--- src/rtl/lvt_pkg.sv ---
package lvt_pkg;

    // Width of a write-port index stored in the last-writer table.
    function automatic int id_width(input int n_wr);
        return (n_wr > 1) ? $clog2(n_wr) : 1;
    endfunction

endpackage

--- src/rtl/lvt_sdp.sv ---
// One simple dual-port array: a single write port and a single synchronous read port.
module lvt_sdp #(
    parameter int ADDR_W = 4,
    parameter int DATA_W = 8
) (
    input  logic              clk,
    input  logic              rst_n,
    input  logic              we_i,
    input  logic [ADDR_W-1:0] waddr_i,
    input  logic [DATA_W-1:0] wdata_i,
    input  logic [ADDR_W-1:0] raddr_i,
    output logic [DATA_W-1:0] rdata_o
);
    localparam int DEPTH = 1 << ADDR_W;

    typedef struct packed {
        logic [DEPTH-1:0][DATA_W-1:0] mem;
        logic [DATA_W-1:0]            rd;
    } sdp_state_t;

    sdp_state_t st_d, st_q;

    always_comb begin
        st_d = st_q;
        // Read the stored value before this cycle's write lands (read-before-write).
        st_d.rd = st_q.mem[raddr_i];
        if (we_i) begin
            st_d.mem[waddr_i] = wdata_i;
        end
    end

    always_ff @(posedge clk) begin
        if (!rst_n) begin
            st_q <= '0;
        end else begin
            st_q <= st_d;
        end
    end

    assign rdata_o = st_q.rd;

    // a write lands in the array on the next edge
    assert_write_lands_R2: assert property (@(posedge clk) disable iff (!rst_n)
        we_i |=> st_q.mem[$past(waddr_i)] == $past(wdata_i));

    // colliding read sees the pre-write contents
    assert_read_old_R7: assert property (@(posedge clk) disable iff (!rst_n)
        (we_i && (waddr_i == raddr_i)) |=> rdata_o == $past(st_q.mem[raddr_i]));

endmodule

--- src/rtl/lvt_bank.sv ---
// Bank owned by one write port: one array replica per read port, all written together.
module lvt_bank #(
    parameter int ADDR_W = 4,
    parameter int DATA_W = 8,
    parameter int N_RD   = 4
) (
    input  logic                     clk,
    input  logic                     rst_n,
    input  logic                     we_i,
    input  logic [ADDR_W-1:0]        waddr_i,
    input  logic [DATA_W-1:0]        wdata_i,
    input  logic [N_RD*ADDR_W-1:0]   raddr_i,
    output logic [N_RD*DATA_W-1:0]   rdata_o
);
    for (genvar r = 0; r < N_RD; r++) begin : g_replica
        lvt_sdp #(
            .ADDR_W (ADDR_W),
            .DATA_W (DATA_W)
        ) u_sdp (
            .clk     (clk),
            .rst_n   (rst_n),
            .we_i    (we_i),
            .waddr_i (waddr_i),
            .wdata_i (wdata_i),
            .raddr_i (raddr_i[r*ADDR_W +: ADDR_W]),
            .rdata_o (rdata_o[r*DATA_W +: DATA_W])
        );
    end

endmodule

--- src/rtl/lvt_table.sv ---
// Register-based table of last-writer indices, M writes and N registered reads per cycle.
module lvt_table #(
    parameter int ADDR_W = 4,
    parameter int N_WR   = 2,
    parameter int N_RD   = 4,
    parameter int ID_W   = 1
) (
    input  logic                   clk,
    input  logic                   rst_n,
    input  logic [N_WR-1:0]        we_i,
    input  logic [N_WR*ADDR_W-1:0] waddr_i,
    input  logic [N_RD*ADDR_W-1:0] raddr_i,
    output logic [N_RD*ID_W-1:0]   sel_o
);
    localparam int DEPTH = 1 << ADDR_W;

    typedef struct packed {
        logic [DEPTH-1:0][ID_W-1:0] tbl;
        logic [N_RD-1:0][ID_W-1:0]  sel;
    } tbl_state_t;

    tbl_state_t st_d, st_q;

    always_comb begin
        st_d = st_q;
        // Registered lookup of the pre-write entries, aligned with the bank read.
        for (int r = 0; r < N_RD; r++) begin
            st_d.sel[r] = st_q.tbl[raddr_i[r*ADDR_W +: ADDR_W]];
        end
        // Ascending order: a higher-indexed port overwrites a lower one on collision.
        for (int w = 0; w < N_WR; w++) begin
            if (we_i[w]) begin
                st_d.tbl[waddr_i[w*ADDR_W +: ADDR_W]] = ID_W'(w);
            end
        end
    end

    always_ff @(posedge clk) begin
        if (!rst_n) begin
            st_q <= '0;
        end else begin
            st_q <= st_d;
        end
    end

    assign sel_o = st_q.sel;

    // Checker logic: does a higher-indexed enabled port hit the same address?
    logic [N_WR-1:0] hi_hit;
    always_comb begin
        hi_hit = '0;
        for (int w = 0; w < N_WR; w++) begin
            for (int h = w + 1; h < N_WR; h++) begin
                if (we_i[h] && (waddr_i[h*ADDR_W +: ADDR_W] == waddr_i[w*ADDR_W +: ADDR_W])) begin
                    hi_hit[w] = 1'b1;
                end
            end
        end
    end

    for (genvar w = 0; w < N_WR; w++) begin : g_chk
        localparam logic [ID_W-1:0] WID = ID_W'(w);
        // surviving writer's index is recorded
        assert_last_writer_R6: assert property (@(posedge clk) disable iff (!rst_n)
            (we_i[w] && !hi_hit[w]) |=> st_q.tbl[$past(waddr_i[w*ADDR_W +: ADDR_W])] == WID);
    end

    // no enabled write leaves the table untouched
    assert_tbl_hold_R8: assert property (@(posedge clk) disable iff (!rst_n)
        (we_i == '0) |=> $stable(st_q.tbl));

endmodule

--- src/rtl/lvt_rdmux.sv ---
// Per-read-port bank selection driven by the registered table lookup.
module lvt_rdmux #(
    parameter int DATA_W = 8,
    parameter int N_WR   = 2,
    parameter int N_RD   = 4,
    parameter int ID_W   = 1
) (
    input  logic [N_WR*N_RD*DATA_W-1:0] bank_data_i,
    input  logic [N_RD*ID_W-1:0]        sel_i,
    output logic [N_RD*DATA_W-1:0]      rdata_o
);
    always_comb begin
        rdata_o = '0;
        for (int r = 0; r < N_RD; r++) begin
            for (int w = 0; w < N_WR; w++) begin
                if (sel_i[r*ID_W +: ID_W] == ID_W'(w)) begin
                    rdata_o[r*DATA_W +: DATA_W] = bank_data_i[(w*N_RD + r)*DATA_W +: DATA_W];
                end
            end
        end
    end

endmodule

--- src/rtl/lvt_mpram.sv ---
module lvt_mpram #(
    parameter int ADDR_W = 4,
    parameter int DATA_W = 8,
    parameter int N_WR   = 2,
    parameter int N_RD   = 4
) (
    input  logic                   clk,
    input  logic                   rst_n,
    input  logic [N_WR-1:0]        wr_en_i,
    input  logic [N_WR*ADDR_W-1:0] wr_addr_i,
    input  logic [N_WR*DATA_W-1:0] wr_data_i,
    input  logic [N_RD*ADDR_W-1:0] rd_addr_i,
    output logic [N_RD*DATA_W-1:0] rd_data_o
);
    localparam int ID_W = lvt_pkg::id_width(N_WR);

    logic [N_WR*N_RD*DATA_W-1:0] bank_rd;
    logic [N_RD*ID_W-1:0]        sel;

    for (genvar w = 0; w < N_WR; w++) begin : g_bank
        lvt_bank #(
            .ADDR_W (ADDR_W),
            .DATA_W (DATA_W),
            .N_RD   (N_RD)
        ) u_bank (
            .clk     (clk),
            .rst_n   (rst_n),
            .we_i    (wr_en_i[w]),
            .waddr_i (wr_addr_i[w*ADDR_W +: ADDR_W]),
            .wdata_i (wr_data_i[w*DATA_W +: DATA_W]),
            .raddr_i (rd_addr_i),
            .rdata_o (bank_rd[w*N_RD*DATA_W +: N_RD*DATA_W])
        );
    end

    lvt_table #(
        .ADDR_W (ADDR_W),
        .N_WR   (N_WR),
        .N_RD   (N_RD),
        .ID_W   (ID_W)
    ) u_table (
        .clk     (clk),
        .rst_n   (rst_n),
        .we_i    (wr_en_i),
        .waddr_i (wr_addr_i),
        .raddr_i (rd_addr_i),
        .sel_o   (sel)
    );

    lvt_rdmux #(
        .DATA_W (DATA_W),
        .N_WR   (N_WR),
        .N_RD   (N_RD),
        .ID_W   (ID_W)
    ) u_mux (
        .bank_data_i (bank_rd),
        .sel_i       (sel),
        .rdata_o     (rd_data_o)
    );

    // outputs are zero on the first cycle out of reset
    assert_reset_zero_R1: assert property (@(posedge clk)
        !rst_n |=> rd_data_o == '0);

endmodule

--- config.mk ---
export PLATFORM = sky130hd
export DESIGN_NAME = lvt_mpram
export DESIGN_NICKNAME = d
export VERILOG_FILES = /design/src/rtl/lvt_pkg.sv /design/src/rtl/lvt_sdp.sv /design/src/rtl/lvt_bank.sv /design/src/rtl/lvt_table.sv /design/src/rtl/lvt_rdmux.sv /design/src/rtl/lvt_mpram.sv
export SDC_FILE = /design/constraint.sdc
export NUM_CORES = 1
export LEC_CHECK = 0
export ABC_CLOCK_PERIOD_IN_PS = 1700
export BUFFER_PORTS_ARGS = -buffer_cell sky130_fd_sc_hd__buf_2
export CAP_MARGIN = 20
export CORE_ASPECT_RATIO = 1.5
export CORE_UTILIZATION = 47
export DETAILED_ROUTE_END_ITERATION = 10
export GPL_TIMING_DRIVEN = 0
export PLACE_DENSITY_LB_ADDON = 0.05
export SYNTH_ARGS = -nofsm -noshare
export SYNTH_HDL_FRONTEND = slang
export SYNTH_HIERARCHICAL = 1
export SYNTH_SLANG_ARGS = --single-unit
--- constraint.sdc ---
create_clock -name clk -period 1.7 [get_ports clk]
set_input_delay 0.17 -clock clk [delete_from_list [all_inputs] [get_ports clk]]
set_output_delay 0.17 -clock clk [all_outputs]
set_load 0.05 [all_outputs]
== Word level (Yosys, flattened, before mapping) ==
Cells that the tools add are included.

* Register bits after elaboration: 1108
* Input bits: 44
* Output and inout port bits: 32
* Logic and storage cells: 215

* Order comparisons: 8
* Muxes and demuxes: 46
* Bitwise operators: 3
* Reductions and logical operators: 2

{| class="wikitable"
|+ Operators with widths
! kind !! number
|-
| $bwmux 128 || 8
|-
| $bmux 8 s4 || 8
|-
| $mux 8 || 14
|-
| $demux 8 s4 || 2
|-
| $mux 16 || 2
|-
| $lt 4x5->1 const B || 6
|-
| $and 16x16->16 || 1
|-
| $bmux 1 s4 || 4
|-
| $not 16->16 || 1
|-
| $or 16x16->16 || 1
|-
| $demux 1 s4 || 2
|-
| $ge 4x1->1 const B || 2
|-
| $mux 1 || 6
|-
| $logic_and 1x1->1 || 2
|}

== Longest topological paths before layout ==
* Depth after elaboration: 9
* Gate-level depth with buffers: 7

== Hierarchy ==
The synthesis kept the hierarchy.

{| class="wikitable"
|+ By module, submodules not included
! module !! instances !! cells an instance !! area an instance (sq um) !! sequential area each (sq um)
|-
| lvt_sdp (g_bank[0].u_bank.g_replica[0].u_sdp ...) || 7 || 551 || 6317.3 || 2722.6
|-
| lvt_sdp (g_bank[1].u_bank.g_replica[3].u_sdp) || 1 || 604 || 6287.3 || 2722.6
|-
| lvt_table || 1 || 164 || 1450.1 || 400.4
|-
| lvt_rdmux || 1 || 36 || 525.5 || 0.0
|}

== Least setup slack after synthesis ==
No wires, ideal clock.

* Path type: in2reg
* From: input port rd_addr_i[0]
* To: register g_bank[0].u_bank.g_replica[0].u_sdp.st_q (netlist bit g_bank[0].u_bank/g_replica[0].u_sdp/rdata_o[5])
* Library setup time: 0.122 ns
* Data arrival time: 1.434 ns
* Path slack: 0.145 ns
* Cell stages on the path: 6
* Buffers on the path: 2
* Path through: buf_2 > buf_4 > mux2i_1 > a22oi_1 > a22o_1 > a221o_1

* Longest elaborated chain between the ends: 2

{| class="wikitable"
|+ Ends and longest elaborated chain
! what !! RTL line !! text
|-
| from (decl) || lvt_mpram.sv:12 || <nowiki>input logic [N_RD*ADDR_W-1:0] rd_addr_i,</nowiki>
|-
| $bmux 8 s4 || lvt_sdp.sv:26 || <nowiki>st_d.rd = st_q.mem[raddr_i];</nowiki>
|-
| $mux 8 (implied by the code) || lvt_sdp.sv:26 ||
|-
| to (signal assigned) || lvt_sdp.sv:36 || <nowiki>st_q <= st_d;</nowiki>
|-
| to (decl) || lvt_sdp.sv:21 || <nowiki>sdp_state_t st_d, st_q;</nowiki>
|}

Every way passes these cells. The select of a mux whose other input is x is not followed.
A chain may end at the register's enable or synchronous reset.

== Worst setup path in the final report ==
* From: register u_table.st_q (netlist bit u_table/sel_o[3])
* To: output port rd_data_o[30]

* Longest elaborated chain between the ends: 1

{| class="wikitable"
|+ Ends and longest elaborated chain
! what !! RTL line !! text
|-
| from (decl) || lvt_table.sv:22 || <nowiki>tbl_state_t st_d, st_q;</nowiki>
|-
| from (signal assigned) || lvt_table.sv:42 || <nowiki>st_q <= st_d;</nowiki>
|-
| $mux 8 || lvt_rdmux.sv:16 || <nowiki>if (sel_i[r*ID_W +: ID_W] == ID_W'(w)) begin</nowiki>
|-
| to (decl) || lvt_mpram.sv:13 || <nowiki>output logic [N_RD*DATA_W-1:0] rd_data_o</nowiki>
|}

Every way passes these cells.

==> metrics <==
post-CTS setup buffers 0; Worst R2R Path Depth 3; gr usage total 28.1%; Max-Cap Viols 0; hold crit path type in -> reg; r2r setup slk 30 ps; Fillers 9,899; leakage 21.7 nW; layout cells sized above 1 17.0%; Reg2Reg Launch Point g_bank[0].u_bank/g_replica[1].u_sdp/st_q[132]; Crit Path Max Fanout 8; largest stage delay on the critical path 360 ps; min Tclk post-route 1910 ps; Syn Inst Count 4,661; post-synth cell types 42; Max VDD drop 0.00106 V; via count 35.4k; Max Freq 524 MHz; post-synth top area cell dfxtp_1; Synth Area in XOR/XNOR 0%; flops & latches, synth 1,108; H-tree depth 3; CTS root buffer clkbuf_16; Post-route DRC 14; WHS Path Cells 3; CTS Buffer Depth 3; mux cell area share after synthesis 30.3%; total gr overflow 0; Initial Util 47.6%; CP startpoint kind flip-flop; commonest non-fill, non-tap cells in the layout dfxtp_1, mux2i_1, nor2b_1, mux4_2, nand2_1; FF-to-FF End g_bank[0].u_bank/g_replica[1].u_sdp/rdata_o[4]; vias per inst 5.55; Yosys top cell area share 42.3%; failing checks DRC, setup timing; Die Wd 275 um; clk_lat worst skew 720 ps; Worst EP required 1530 ps; die height 411 um; fin cells 6,377; Synth Net Count 4,705; DP HPWL 110,000 um; Period Utilization, post-route 112%; final wirelength 159,000 um; Final Hold Fails 0; Tot Pwr 56.5 mW; Worst Clk Skew 13.6 ps; Final GP Congestion 0.859; final net count 4,898; CTS Buf Count 111; row count 149; DR pass1 iterations 8; area share of fa/ha/maj cells after synthesis 0%; PnR worst setup slack -210 ps; Critical Path Sink rd_data_o[30]; PD cells 962 mW/mm^2; largest family of logic cells by synthesized area multiplexers; placed cells 6,167; hold path start rd_addr_i[9]; CTS clk-pin slew, worst paths 60 ps; mapped cell area 0.0525 mm^2; mean routed wirelength per cell 24.9 um; RSZ-0062 raised after global routing true; Setup crit start u_table/sel_o[3]; initial antenna violation count 4; Slew Viols, Final 0; Syn. warnings 6; DIE AREA 0.113 mm^2; Port Buffer Count 71; ANT nets after route 0; Worst Max-Slew Pin Slew 1030 ps; vias in the first global route 36.1k; run status finished, violations left; Synth area leaders dfxtp_1, mux2i_1, nor2b_1; CTS tree built; post-synthesis sequential area ratio 42.3%; worst path cell trace buf_12 -> mux2_4 -> buf_6; global-route wire length before repair 237,000 um; Initial DRC Count 2,005; number of clock sinks 1,108; Finished Cell Area 0.0587 mm^2; most common cell after layout, fill and taps aside dfxtp_1; Rel. slew slack 30.6%; Synth Area in Compound Gates 6.07%; Critical Path AT 1740 ps; Boundary Pins 76; Layout area overhead 11.9%; Post-Synth Simple-Gate Area 17.2%; largest net degree at the start of global routing 54; dpl cell area 0.0547 mm^2; syn avg cell area 11.3 um^2; critical path class reg -> out; core footprint 0.110 mm^2; final setup violation count 33; CP endpoint kind primary output; slowest CP cell mux2_4
==> state kept, by name (all words and copies together) (netlist names) <==
signal	count
g_bank.u_bank/g_replica.u_sdp/rdata_o	64
u_table/sel_o	4
u_table/st_q	16
g_bank.u_bank/g_replica.u_sdp/st_q	1024
==> metrics by stage <==
stage	setup TNS (ps)	setup slack, ps	hold slack, ps	util (%)
2_1_floorplan	0	145	320	-
5_1_grt	-6170	-240	66.9	53.2
6_report	-5250	-210	50.2	53.2
4_1_cts	-6680	-262	0.587	53.2
3_3_place_gp	-899330	-1050	451	49.5
3_5_place_dp	-539460	-856	462	49.5
==> power by group <==
part,leakage (nW),internal [mW],switching [mW]
Combinational,10.9,1.80,3.10
Clock,1.82,14.3,10.8
Sequential,8.95,26.3,0.183
==> cells by family after synthesis <==
family,Yosys count
AO/OA/AOI/OAI,483
buffers and inverters,395
flip-flops,1108
multiplexers,1272
AND/OR/NAND/NOR,1403
==> layer usage <==
layer	global-route usage, %	share of wire [%]	up-vias
met3	2.63	3.0	262
met4	11.5	3.9	0
met5	0	0	-
li1	-	-	16800
met1	32.7	41	17600
met2	52.0	52	676
==> repair_timing <==
action	4_1_cts	5_1_grt
gates resized for setup	83	5
hold endpoints to repair	5	0
setup endpoints to repair	39	107
hold buffers	16	0
==> worst max-delay path: cells and delay by family, from the launching register on <==
kind	cells	cell delay (ps)
multiplexers	1	360
buffers and inverters	2	310
flip-flops	1	340
==> layout make-up <==
cell class,count,area (um^2),share of cell area [%]
Antenna cell,2,5.00,0.00852
Buffer,385,2150,3.66
Clock buffer,161,3260,5.54
Clock inverter,39,442,0.752
Inverter,2,7.51,0.0128
Multi-Input combinational cell,3158,28100,47.9
Sequential cell,1108,22200,37.8
Tap cell,1434,1790,3.05
Timing Repair Buffer,88,757,1.29
==> how the worst min path moves through the flow <==
| stage | to |
|---|---|
| final | u_table/sel_o[2] |
| after global routing | u_table/sel_o[2] |
| after CTS | u_table/sel_o[2] |
| after detailed placement | g_bank[1].u_bank/g_replica[3].u_sdp/st_q[14] |
| after global placement | g_bank[1].u_bank/g_replica[3].u_sdp/st_q[13] |
| after floorplan | u_table/sel_o[0] |
==> cell usage after synthesis <==
cell,instances
o21ai_0,175
inv_2,1
inv_1,1
or4_1,1
buf_4,98
dfxtp_1,1108
and3_1,22
nand2b_1,24
nor3_4,45
nand3_2,29
mux4_1,4
nor3b_1,2
mux2i_1,1000
nand3b_2,1
nor2_1,55
o22ai_1,44
nand2b_4,9
nand3_1,25
buf_2,63
nor4_4,14
a221o_1,21
nand2_1,228
and2_1,15
a21oi_1,10
a22o_1,21
nand4_2,14
a21boi_1,20
nand3b_1,2
a22oi_1,18
mux2_4,32
nand2_4,7
or2_2,1
nor4b_1,7
clkbuf_1,200
mux4_2,236
a21boi_0,163
nor2b_1,894
o211ai_1,11
and2b_2,4
nand2_2,2
buf_6,32
or3_1,2
Power figures use the tool's default switching activity.
